**config.mk**
```make
export PLATFORM = sky130hd
export DESIGN_NAME = nvm_ee_bank
export DESIGN_NICKNAME = d
export VERILOG_FILES = /design/src/rtl/nvm_pkg.sv /design/src/rtl/nvm_ee_bank.sv
export SDC_FILE = /design/constraint.sdc
export NUM_CORES = 1
export LEC_CHECK = 0
export BUFFER_PORTS_ARGS = -buffer_cell sky130_fd_sc_hd__buf_2
export CAP_MARGIN = 20
export CORE_ASPECT_RATIO = 0.75
export CORE_UTILIZATION = 25
export DETAILED_ROUTE_END_ITERATION = 7
export MAX_ROUTING_LAYER = met4
export PLACE_DENSITY = 0.42
export SYNTH_ARGS = -nofsm -noshare
export SYNTH_HDL_FRONTEND = slang
export SYNTH_SLANG_ARGS = --single-unit
```
**constraint.sdc**
```tcl
create_clock -name clk -period 2.1 [get_ports clk]
set_input_delay 0.315 -clock clk [delete_from_list [all_inputs] [get_ports clk]]
set_output_delay 0.315 -clock clk [all_outputs]
set_load 0.02 [all_outputs]
```
**src/rtl/nvm_pkg.sv**
```systemverilog
package nvm_pkg;

    typedef enum logic [1:0] {
        EE_IDLE  = 2'd0,
        EE_ERASE = 2'd1,
        EE_PROG  = 2'd2
    } ee_state_t;

    typedef enum logic {
        FL_IDLE = 1'b0,
        FL_PROG = 1'b1
    } fl_state_t;

    localparam logic [7:0] BLANK_BYTE  = 8'hFF;
    localparam logic [7:0] ERASE_MARK  = 8'h00;
    localparam logic [7:0] PROG_MARK   = 8'hFF;

endpackage

```
**src/rtl/nvm_ee_bank.sv**
```systemverilog
module nvm_ee_bank
    import nvm_pkg::*;
#(
    parameter int ADDR_W    = 5,
    parameter int ERASE_CYC = 4,
    parameter int WRITE_CYC = 3
) (
    input  logic              clk,
    input  logic              rst_n,
    input  logic              wipe,
    input  logic              wr_req,
    input  logic [ADDR_W-1:0] addr,
    input  logic [7:0]        wdata,
    output logic [7:0]        rdata,
    output logic              busy
);
    localparam int DEPTH = 1 << ADDR_W;
    localparam int MAXC  = (ERASE_CYC > WRITE_CYC) ? ERASE_CYC : WRITE_CYC;
    localparam int CNT_W = $clog2(MAXC + 1);

    ee_state_t         state, state_nx;
    logic [CNT_W-1:0]  cnt, cnt_nx;
    logic [ADDR_W-1:0] tgt_addr;
    logic [7:0]        tgt_data;
    logic              commit;
    logic [7:0]        rd_nx;
    logic [7:0]        mem [DEPTH];

    // Next state and phase counter
    always_comb begin
        state_nx = state;
        cnt_nx   = cnt;
        commit   = 1'b0;
        unique case (state)
            EE_IDLE: begin
                if (wr_req) begin
                    state_nx = EE_ERASE;
                    cnt_nx   = CNT_W'(ERASE_CYC - 1);
                end
            end
            EE_ERASE: begin
                if (cnt == '0) begin
                    state_nx = EE_PROG;
                    cnt_nx   = CNT_W'(WRITE_CYC - 1);
                end else begin
                    cnt_nx = cnt - 1'b1;
                end
            end
            EE_PROG: begin
                if (cnt == '0) begin
                    state_nx = EE_IDLE;
                    commit   = 1'b1;
                end else begin
                    cnt_nx = cnt - 1'b1;
                end
            end
            default: state_nx = EE_IDLE;
        endcase
    end

    // Outputs: busy flag and phase-dependent readback
    always_comb begin
        busy = (state != EE_IDLE);
        if (busy && (addr == tgt_addr))
            rd_nx = (state == EE_ERASE) ? ERASE_MARK : PROG_MARK;
        else
            rd_nx = mem[addr];
    end

    always_ff @(posedge clk or negedge rst_n) begin
        if (!rst_n) begin
            state    <= EE_IDLE;
            cnt      <= '0;
            tgt_addr <= '0;
            tgt_data <= '0;
            rdata    <= BLANK_BYTE;
        end else begin
            state <= state_nx;
            cnt   <= cnt_nx;
            rdata <= rd_nx;
            if (state == EE_IDLE && wr_req) begin
                tgt_addr <= addr;
                tgt_data <= wdata;
            end
        end
    end

    always_ff @(posedge clk or negedge rst_n) begin
        if (!rst_n) begin
            for (int i = 0; i < DEPTH; i++) mem[i] <= BLANK_BYTE;
        end else if (wipe) begin
            for (int i = 0; i < DEPTH; i++) mem[i] <= BLANK_BYTE;
        end else if (commit) begin
            mem[tgt_addr] <= tgt_data;
        end
    end

endmodule

```
==> impl_metrics.py, run 1 <==
metrics = {
    "job": {
        "maxCapViolCount": 0,
    },
    "status": {
        "outcome": "finished clean",
    },
    "detailed_routing": {
        "drt_wl_total_um": 45200,
        "postRouteAntennaNets": 0,
        "via_per_inst": 4.86,
        "drc_errors": 0,
        "dr.pass1.iters": 5,
        "vias": 9729,
        "initialDrtViolationCount": 657,
        "wl_per_cell_um": 22.6,
    },
    "global_routing": {
        "grt_pass1_vias": 9936,
        "overflow": 0,
        "grt_pass1_wl_um": 68000,
        "grt_usage_pct": 16.2,
        "grt_max_degree": 50,
        "grt_antenna_before_repair": 3,
    },
    "finish": {
        "final_layout_size_suffix_gt1_share_pct": 47.5,
        "register_area_um2": 7390,
        "stdcell_area_um2": 17500,
        "fin_nets": 1270,
        "multi_input_area_um2": 6360,
        "fill_cells": 5624,
        "post_layout_nonfiller_instances": 2003,
        "syn2layout_area_growth_pct": 22.3,
    },
    "floorplan": {
        "die_h_um": 209,
        "dieArea_um2": 58100,
        "fp.coreArea_um2": 56200,
        "start_util_pct": 25.4,
        "placementRows": 75,
        "pin_count": 26,
        "die_width_um": 278,
    },
    "synthesis": {
        "ys_seq_area_share_pct": 51.7,
        "netlist_instances": 1158,
        "synth_top_area_share_pct": 48.6,
        "synthTopCellsByCount": "dfstp_2 (264), nand2_1 (154), mux2i_1 (148)",
        "synth_nets": 1183,
        "synth-main-ff-cell": "dfstp_2",
        "ys_top_cells_by_area": "dfstp_2 (49%), mux2i_1 (10%), mux2_2 (7.3%), nand2_1 (4.0%), o211ai_1 (4.0%)",
        "synth-seq-cells": 282,
        "yosysTopAreaCell": "dfstp_2",
        "yosys_warnings": 0,
        "synth-edff-count": 0,
        "synthDistinctLibCells": 59,
        "yosysMostFrequentCell": "dfstp_2",
        "synthArstFlopShare_pct": 100,
        "netlist_area_um2": 14300,
        "syn_avg_cell_area_um2": 12.3,
    },
    "setup_path": {
        "required_ns": 2.54,
        "crit_fanout": 11,
        "start_kind": "flop",
        "rrSetupSlack_ns": 0.14,
        "r2r-end": "mem[35]$_DFFE_PN1P_",
        "worstPathArrival_ns": 2.40,
        "path_class": "reg2reg",
        "rr_startpoint": "cnt[0]$_DFFE_PN0P_",
        "rr_worst_depth": 7,
        "timing.critical_path.to_type": "flop",
    },
    "timing": {
        "hold_violations": 0,
        "grt_setup_unrepaired": "no",
        "setup_viol": 0,
        "tightest_slew_ns": 0.730,
        "period_share_pct": 93.3,
        "skew_ns": 0.0290,
        "period_needed_ns": 1.96,
        "timing.fmax_mhz": 510,
        "slew_headroom_pct": 51.2,
        "maxSlewViolCount": 0,
        "tns_ns": 0,
    },
    "clocking": {
        "htreeDepth": 2,
        "cts_buffer_depth": 3,
        "clk_pin_slew_ns": 0.06,
        "cts_tree": "built",
        "cts-buffers-inserted": 35,
        "cts-root-buf": "clkbuf_16",
        "numClockSinks": 282,
        "clk_latency_ns": 0.53,
    },
    "min_path": {
        "hold-path-endpoint": "tgt_data[7]$_DFFE_PN0P_",
        "hold_depth": 2,
        "min_from": "wdata[7]",
        "hp-class": "in2reg",
    },
    "power": {
        "power.density_nw_per_um2": 1000,
        "leakagePower_uw": 0.00678,
        "ir_drop_mv": 0.665,
    },
    "placed_design": {
        "placed_area_um2": 16300,
        "finalWeightedCongestion": 0.790,
        "dp_cells": 1933,
        "portBuffers": 25,
        "dp_hpwl_um": 30700,
    },
}
==> final cells by class <==
class | count | share of cell area (%)
Antenna cell | 3 | 0.0430
Clock buffer | 53 | 6.16
Clock inverter | 8 | 0.265
Inverter | 15 | 0.337
Multi-Input combinational cell | 762 | 36.4
Sequential cell | 282 | 42.3
Tap cell | 731 | 5.24
Timing Repair Buffer | 149 | 9.27
==> layer usage <==
layer	track usage (%)	vias to the layer above	share of wire (%)
met5	-	-	0
met4	4.57	0	2.5
met3	2.19	65	3.7
met2	22.8	205	42
met1	23.9	5020	51
li1	-	4439	-
==> metrics by stage <==
stage | util, % | hold WS [ns] | power [uW] | setup WS [ns]
3_3_place_gp | 28.9 | 0.285 | 11700 | -0.0445
3_5_place_dp | 28.9 | 0.275 | 11700 | -0.0505
6_report | 31.1 | 0.0342 | 17500 | 0.141
5_1_grt | 31.1 | 0.0238 | 18300 | 0.0169
2_1_floorplan | - | 0.0194 | 9450 | 0.144
4_1_cts | 31.0 | 0.00215 | 17800 | 0.0740
==> critical path: stages (launching register included) <==
cell      delay, ns
dfrtp_1        0.39
inv_1          0.09
ha_2           0.27
and4b_1        0.30
buf_12         0.16
nand3_1        0.23
buf_4          0.27
o211ai_1       0.17
==> report_power, final <==
part	switching [uW]	internal, uW	total, uW
combinational	3000	1720	4720
sequential	405	6460	6860
clock	2400	3530	5930
total	5800	11700	17500
==> logic make-up (layout without fill, tap and decap cells) <==
logic type | count (synthesis) | after routing | share of synthesized area, %
other cells | 0 | 3 | 0
xor+xnor | 5 | 5 | 0.307
compound gates | 213 | 213 | 11.6
fa+ha+maj | 8 | 8 | 0.701
buf+inv | 114 | 225 | 3.84
mux | 265 | 265 | 21.9
simple gates | 271 | 271 | 10.0
flops | 282 | 282 | 51.7
==> flip-flops by register name (all words and copies together), names as in the netlist <==
register / cells
rdata: 8
cnt: 3
mem: 256
state: 2
tgt_data: 8
tgt_addr: 5
==> cells in the final DEF (no fill, tap or decap), types with 23 or more instances in the layout <==
cell type  netlist  layout
dfstp_2        264     264
nand2_1        154     154
mux2i_1        148     148
mux2_2          92      92
o211ai_1        77      77
buf_4           11      77
buf_12           1      43
a211o_1         42      42
clkbuf_16        0      37
a22oi_1         32      32
nor2b_1         31      31
a21oi_1         26      26
nor2_1          23      23
buf_2           17      23
==> how the worst max path moves through the flow <==
stage                      endpoint                 start  slack [ns]
2_1_floorplan  mem[233]$_DFFE_PN1P_  state[0]$_DFFE_PN0P_        0.14
3_3_place_gp     rdata[5]$_DFF_PN1_               addr[2]       -0.04
3_5_place_dp     rdata[5]$_DFF_PN1_               addr[2]       -0.05
4_1_cts        mem[236]$_DFFE_PN1P_    cnt[0]$_DFFE_PN0P_        0.07
5_1_grt         mem[33]$_DFFE_PN1P_    cnt[0]$_DFFE_PN0P_        0.02
6_report        mem[35]$_DFFE_PN1P_    cnt[0]$_DFFE_PN0P_        0.14
==> what timing repair did <==
item / CTS / global route
setup endpoints to repair: 2 / 58
hold buffers: 5 / 0
gates resized for setup: 0 / 3
buffers inserted: 1 / 0
pin swaps: 1 / 0
hold endpoints to repair: 8 / 0
(Power assumes the default switching activity.)
==> run 2, diff against run 1 <==
--- a/config.mk
+++ b/config.mk
@@ -5,6 +5,7 @@
 export SDC_FILE = /design/constraint.sdc
 export NUM_CORES = 1
 export LEC_CHECK = 0
+export ABC_AREA = 1
 export BUFFER_PORTS_ARGS = -buffer_cell sky130_fd_sc_hd__buf_2
 export CAP_MARGIN = 20
 export CORE_ASPECT_RATIO = 0.75
==> run 2 against run 1 <==
Compared with the run above: die area is essentially flat; synthesized area is essentially flat; sequential power grew 25%; clock-buffer cell count shrank 8; synthesized cell count grew 45%; largest power group unchanged.
==> impl_metrics.py, run 2 <==
metrics = {
    "placed_design": {
        "pre_cts_ws_ns": 0.122,
        "dp_hpwl_um": 28800,
        "finalWeightedCongestion": 0.815,
        "portBuffers": 25,
        "dp_cells": 2408,
    },
    "clocking": {
        "clk_latency_ns": 0.58,
        "cts_tree": "built",
        "cts_buffer_depth": 3,
        "clk_pin_slew_ns": 0.06,
        "cts-buffers-inserted": 31,
        "numClockSinks": 282,
        "cts-root-buf": "clkbuf_16",
        "htreeDepth": 1,
    },
    "detailed_routing": {
        "dr.pass1.iters": 5,
        "initialDrtViolationCount": 808,
        "vias": 11100,
        "drt_wl_total_um": 43700,
        "drc_errors": 0,
        "via_per_inst": 4.49,
        "postRouteAntennaNets": 0,
        "wl_per_cell_um": 17.6,
    },
    "power": {
        "ir_drop_mv": 0.638,
        "p_sw_share_pct": 33.6,
        "internal_power_uw": 12800,
        "power.density_nw_per_um2": 1130,
        "seqPwrFrac_pct": 44.2,
        "finalPower_uw": 19300,
        "comb_power_share_pct": 27.0,
        "clkPwrFrac_pct": 28.8,
        "leakagePower_uw": 0.00741,
        "p_sw_uw": 6490,
    },
    "setup_path": {
        "path_class": "reg2out",
        "crit_path_top_delay_cell": "dfrtp_1",
        "worstPathArrival_ns": 1.70,
        "r2r-end": "rdata[6]$_DFF_PN1_",
        "crit_fanout": 4,
        "timing.critical_path.to_type": "primary output",
        "path_cells": "inv_1 > buf_4 > ha_1 > inv_2 > buf_6",
        "start_kind": "flop",
        "required_ns": 1.78,
        "rr_worst_depth": 10,
        "rr_startpoint": "state[0]$_DFFE_PN0P_",
        "rrSetupSlack_ns": 0.16,
        "slowest_delay_ns": 0.40,
    },
    "finish": {
        "top_register": "mem",
        "antenna_cells": 0,
        "largest_reg_flops": 256,
        "fin_nets": 1747,
        "final_common_cell": "nand2_1",
        "final_layout_size_suffix_gt1_share_pct": 30.5,
        "syn2layout_area_growth_pct": 20.1,
        "layout_common_cells": "nand2_1 (369), dfstp_2 (264), nor2_1 (214)",
        "utilization_pct": 30.5,
        "reg.largest.list": "mem (256), rdata (8), tgt_data (8)",
        "post_layout_nonfiller_instances": 2476,
    },
    "synthesis": {
        "ys_top_cells_by_area": "dfstp_2 (49%), nand2_1 (9.7%), nand3_1 (7.4%), nor2_1 (5.8%), a21oi_1 (5.7%)",
        "netlist_instances": 1675,
        "ys_seq_area_share_pct": 51.7,
        "yosysMostFrequentCell": "nand2_1",
        "synth_top_area_share_pct": 48.6,
        "netlist_area_um2": 14300,
        "yosysTopAreaCell": "dfstp_2",
        "synthArstFlopShare_pct": 100,
        "synth_nets": 1700,
        "synthTopCellsByCount": "nand2_1 (369), dfstp_2 (264), nor2_1 (222)",
        "syn_avg_cell_area_um2": 8.53,
        "yosys_warnings": 0,
        "synth-main-ff-cell": "dfstp_2",
        "synthDistinctLibCells": 31,
        "synth-seq-cells": 282,
        "synth-edff-count": 0,
    },
    "global_routing": {
        "grt_usage_pct": 15.9,
        "grt_pass1_wl_um": 69600,
        "grt_max_degree": 54,
        "overflow": 0,
        "grt_antenna_before_repair": 1,
        "grt_pass1_vias": 11400,
    },
    "timing": {
        "timing.fmax_mhz": 497,
        "period_needed_ns": 2.01,
        "tns_ns": 0,
        "maxSlewViolCount": 0,
        "tightest_slew_ns": 0.479,
        "slew_headroom_pct": 67.8,
        "skew_ns": 0.0167,
        "period_share_pct": 95.8,
        "timing.final.ws_setup_ns": 0.0872,
        "grt_setup_unrepaired": "no",
        "setup_viol": 0,
        "hold_violations": 0,
    },
    "min_path": {
        "min_from": "wdata[6]",
        "hold-path-endpoint": "tgt_data[6]$_DFFE_PN0P_",
        "hold_depth": 2,
        "hp-class": "in2reg",
    },
    "job": {
        "maxCapViolCount": 0,
    },
    "floorplan": {
        "dieArea_um2": 58100,
        "placementRows": 75,
        "start_util_pct": 25.4,
        "die_h_um": 209,
        "pin_count": 26,
        "die_width_um": 278,
        "fp.coreArea_um2": 56200,
    },
    "status": {
        "outcome": "finished clean",
    },
}
==> run 2: cell count changes after synthesis, moves of 93 or more <==
cell	change
a21oi_1	+136
inv_1	+93
mux2i_1	-148
nand2_1	+215
nand3_1	+195
nor2_1	+199
==> run 2: worst max-delay path, delay by kind of cell, from the launching register on <==
family / cells / cell delay (ns)
DFF: 1 / 0.40
buffers and inverters: 4 / 0.51
adders and majority gates: 1 / 0.21
==> run 2: worst max path at each step <==
stage	from	endpoint	cells after the start
3_5_place_dp	state[0]$_DFFE_PN0P_	mem[76]$_DFFE_PN1P_	9
5_1_grt	state[0]$_DFFE_PN0P_	busy	5
6_report	state[0]$_DFFE_PN0P_	busy	5
3_3_place_gp	state[0]$_DFFE_PN0P_	mem[167]$_DFFE_PN1P_	8
4_1_cts	state[0]$_DFFE_PN0P_	busy	5
2_1_floorplan	state[0]$_DFFE_PN0P_	mem[38]$_DFFE_PN1P_	9
==> run 2: kinds of logic (layout without fill, tap and decap cells) <==
kind of cell    Yosys count  in the layout  synth area share, %
flops                   282            282                 51.7
mux                       8              8                0.631
fa+ha+maj                 8              8                0.701
simple gates            823            823                 24.3
compound gates          324            324                 14.8
buf+inv                 230            300                 7.81
==> run 2: metrics by stage <==
step                      hold slack, ns  instance area [um^2]
final                             0.0175                 17100
after global routing             0.00198                 17100
after CTS                        0.00676                 17100
after detailed placement           0.471                 16000
after global placement             0.470                 16000
after floorplan                   0.0194                 14300
==> run 2: cell type report <==
type	count	area, um^2
clock buffers	45	878
clock inverters	11	136
fillers	5876	39100
inverters	123	464
multi-input cells	1163	5820
flip-flops and latches	282	7390
well taps	731	915
repair buffers	121	1550
==> run 2: power by group through the flow <==
| stage | logic (uW) | registers, uW | clock network (uW) |
|---|---|---|---|
| after global routing | 5910 | 8760 | 5980 |
| after global placement | 5100 | 8600 | 0 |
| final | 5210 | 8550 | 5570 |
| after CTS | 5230 | 8570 | 5770 |
| after floorplan | 3420 | 8480 | 0 |
| after detailed placement | 5200 | 8640 | 0 |
==> run 2: metal layers <==
| layer | global-route usage, % | wire length, um | up-vias |
|---|---|---|---|
| li1 | - | - | 5520 |
| met1 | 24.3 | 23300 | 5393 |
| met2 | 22.0 | 17900 | 152 |
| met3 | 2.54 | 1790 | 51 |
| met4 | 2.57 | 701 | 0 |
| met5 | - | 0 | - |
==> run 2: repair_timing <==
| action | in CTS | in global routing |
|---|---|---|
| pin swaps | 0 | 1 |
| setup buffers | 0 | 4 |
| setup endpoints to repair | 1 | 11 |
| cloned | 0 | 0 |
| hold endpoints to repair | 45 | 0 |
| gates resized for setup | 1 | 3 |
| hold buffers | 8 | 0 |
==> run 3, diff against run 2 <==
--- a/config.mk
+++ b/config.mk
@@ -7,8 +7,8 @@
 export LEC_CHECK = 0
 export ABC_AREA = 1
 export BUFFER_PORTS_ARGS = -buffer_cell sky130_fd_sc_hd__buf_2
-export CAP_MARGIN = 20
 export CORE_ASPECT_RATIO = 0.75
+export CORE_MARGIN = 10
 export CORE_UTILIZATION = 25
 export DETAILED_ROUTE_END_ITERATION = 7
 export MAX_ROUTING_LAYER = met4
==> run 3 against run 2 <==
Compared with the run above: global-route usage shrank 2.3 points; non-clock buffer count shrank 10; worst hold slack gained 0.17 ns; first-iteration DRC count shrank 11%; via count shrank 0.11%; clock skew grew 0.011 ns; critical endpoint unchanged; highest routed layer unchanged.
==> impl_metrics.py, run 3 (synthesis results as in run 2) <==
metrics = {
    "global_routing": {
        "grt_max_degree": 65,
        "grt_antenna_before_repair": 1,
        "grt_pass1_wl_um": 69000,
        "grt_usage_pct": 13.6,
        "grt_pass1_vias": 10800,
        "overflow": 0,
    },
    "clocking": {
        "clk_latency_ns": 0.60,
        "cts_tree": "built",
        "numClockSinks": 282,
        "cts-root-buf": "clkbuf_16",
        "cts_buffer_depth": 3,
        "cts-buffers-inserted": 31,
        "htreeDepth": 1,
        "clk_pin_slew_ns": 0.06,
    },
    "finish": {
        "antenna_cells": 0,
        "utilization_pct": 30.1,
        "reg.largest.list": "mem (256), rdata (8), tgt_data (8)",
        "fill_cells": 5912,
        "final_layout_size_suffix_gt1_share_pct": 29.6,
        "post_layout_nonfiller_instances": 2462,
        "final_common_cell": "nand2_1",
        "largest_reg_flops": 256,
        "syn2layout_area_growth_pct": 18.3,
        "multi_input_area_um2": 5820,
        "layout_common_cells": "nand2_1 (369), dfstp_2 (264), nor2_1 (214)",
        "register_area_um2": 7390,
        "fin_nets": 1737,
        "top_register": "mem",
    },
    "power": {
        "power.density_nw_per_um2": 1120,
        "leakagePower_uw": 0.00728,
        "ir_drop_mv": 0.547,
    },
    "timing": {
        "tightest_slew_ns": 0.600,
        "period_needed_ns": 1.97,
        "hold_violations": 0,
        "slew_headroom_pct": 59.8,
        "maxSlewViolCount": 0,
        "setup_viol": 0,
        "skew_ns": 0.0272,
        "grt_setup_unrepaired": "no",
        "timing.hold.ws_ns": 0.185,
        "timing.fmax_mhz": 508,
        "period_share_pct": 93.7,
        "tns_ns": 0,
    },
    "placed_design": {
        "dp_hpwl_um": 28400,
        "dp_cells": 2392,
        "portBuffers": 25,
        "finalWeightedCongestion": 0.789,
    },
    "floorplan": {
        "placementRows": 75,
        "die_h_um": 227,
        "fp.coreArea_um2": 56200,
        "die_width_um": 296,
        "dieArea_um2": 67200,
        "pin_count": 26,
        "start_util_pct": 25.4,
    },
    "setup_path": {
        "crit_fanout": 4,
        "required_ns": 1.78,
        "path_cells": "inv_1 > ha_1 > inv_2 > buf_2",
        "worst-path-buf-inv": 3,
        "worstPathArrival_ns": 1.65,
        "start_kind": "flop",
        "path_delay_family": "buffers and inverters",
        "path_class": "reg2out",
        "slowest_delay_ns": 0.40,
        "crit_path_top_delay_cell": "dfrtp_1",
        "timing.critical_path.to_type": "primary output",
    },
    "detailed_routing": {
        "vias": 11100,
        "wl_per_cell_um": 17.9,
        "dr.pass1.iters": 5,
        "drt_wl_total_um": 44100,
        "drc_errors": 0,
        "initialDrtViolationCount": 719,
        "postRouteAntennaNets": 0,
        "via_per_inst": 4.51,
    },
    "status": {
        "outcome": "finished clean",
    },
    "min_path": {
        "hp-class": "in2reg",
    },
    "job": {
        "maxCapViolCount": 0,
    },
}
-- run 3: changes by cell type in the layout (fill, tap and decap cells not counted), moves of 3 or more --
cell       change
bufinv_16      -3
clkinv_2       -4
clkbuf_1       +5
buf_4          -6
buf_12         -5
-- run 3: power breakdown --
group / switching [uW] / internal, uW
Sequential: 779 / 7790
Clock: 2240 / 2880
Combinational: 3430 / 1770
Total: 6450 / 12400
-- run 3: area by class of cell --
class | count | area share [%]
clock buffers | 50 | 5.31
multi-input cells | 1163 | 34.4
inverters | 123 | 2.74
flip-flops and latches | 282 | 43.7
repair buffers | 111 | 8.32
clock inverters | 2 | 0.0814
well taps | 731 | 5.41
-- run 3: metal layers --
metal	part of all wire, %	track usage, %	vias to the layer above	wire length (um)
met3	3.8	1.73	40	1690
li1	-	-	5503	-
met4	1.2	1.94	0	520
met5	0	-	-	0
met2	41	18.8	201	18300
met1	54	21.0	5360	23600
-- run 3: path summary, 6_finish.rpt --
| kind | start | endpoint | slack [ns] | cells past startpoint |
|---|---|---|---|---|
| setup / recovery | state[0]$_DFFE_PN0P_ | busy | 0.13 | 4 |
| hold / removal | wr_req | state[1]$_DFFE_PN0P_ | 0.19 | 4 |
| setup reg to reg | state[0]$_DFFE_PN0P_ | rdata[4]$_DFF_PN1_ | 0.15 | 8 |
| hold reg to reg | mem[228]$_DFFE_PN1P_ | mem[228]$_DFFE_PN1P_ | 0.48 | 2 |
| max in group asynchronous | rst_n | mem[143]$_DFFE_PN1P_ | 1.05 | 3 |
| min in group asynchronous | rst_n | tgt_addr[3]$_DFFE_PN0P_ | 0.32 | 2 |
-- run 3: repair_timing --
action / CTS / global route
resized for setup: 0 / 2
setup endpoints to repair: 0 / 254
setup buffers: 0 / 9
hold buffers: 9 / 0
hold endpoints to repair: 10 / 0
-- run 3: through the flow --
step,setup slack (ns),cell area [um^2],power [uW]
after floorplan,0.314,14300,11900
after global placement,0.0506,15800,13700
after detailed placement,0.0451,15800,13800
after CTS,0.00408,16800,19100
after global routing,0.0152,16900,20200
final,0.133,16900,18900
-- run 3: worst reg2reg max path, stage by stage (launching register included) --
cell and delay, ns:
dfrtp_1 0.40, inv_1 0.12, ha_1 0.23, inv_2 0.12, o21ai_0 0.10, a21oi_1 0.17
nand3_1 0.35, nand3_1 0.20, nand2_1 0.14
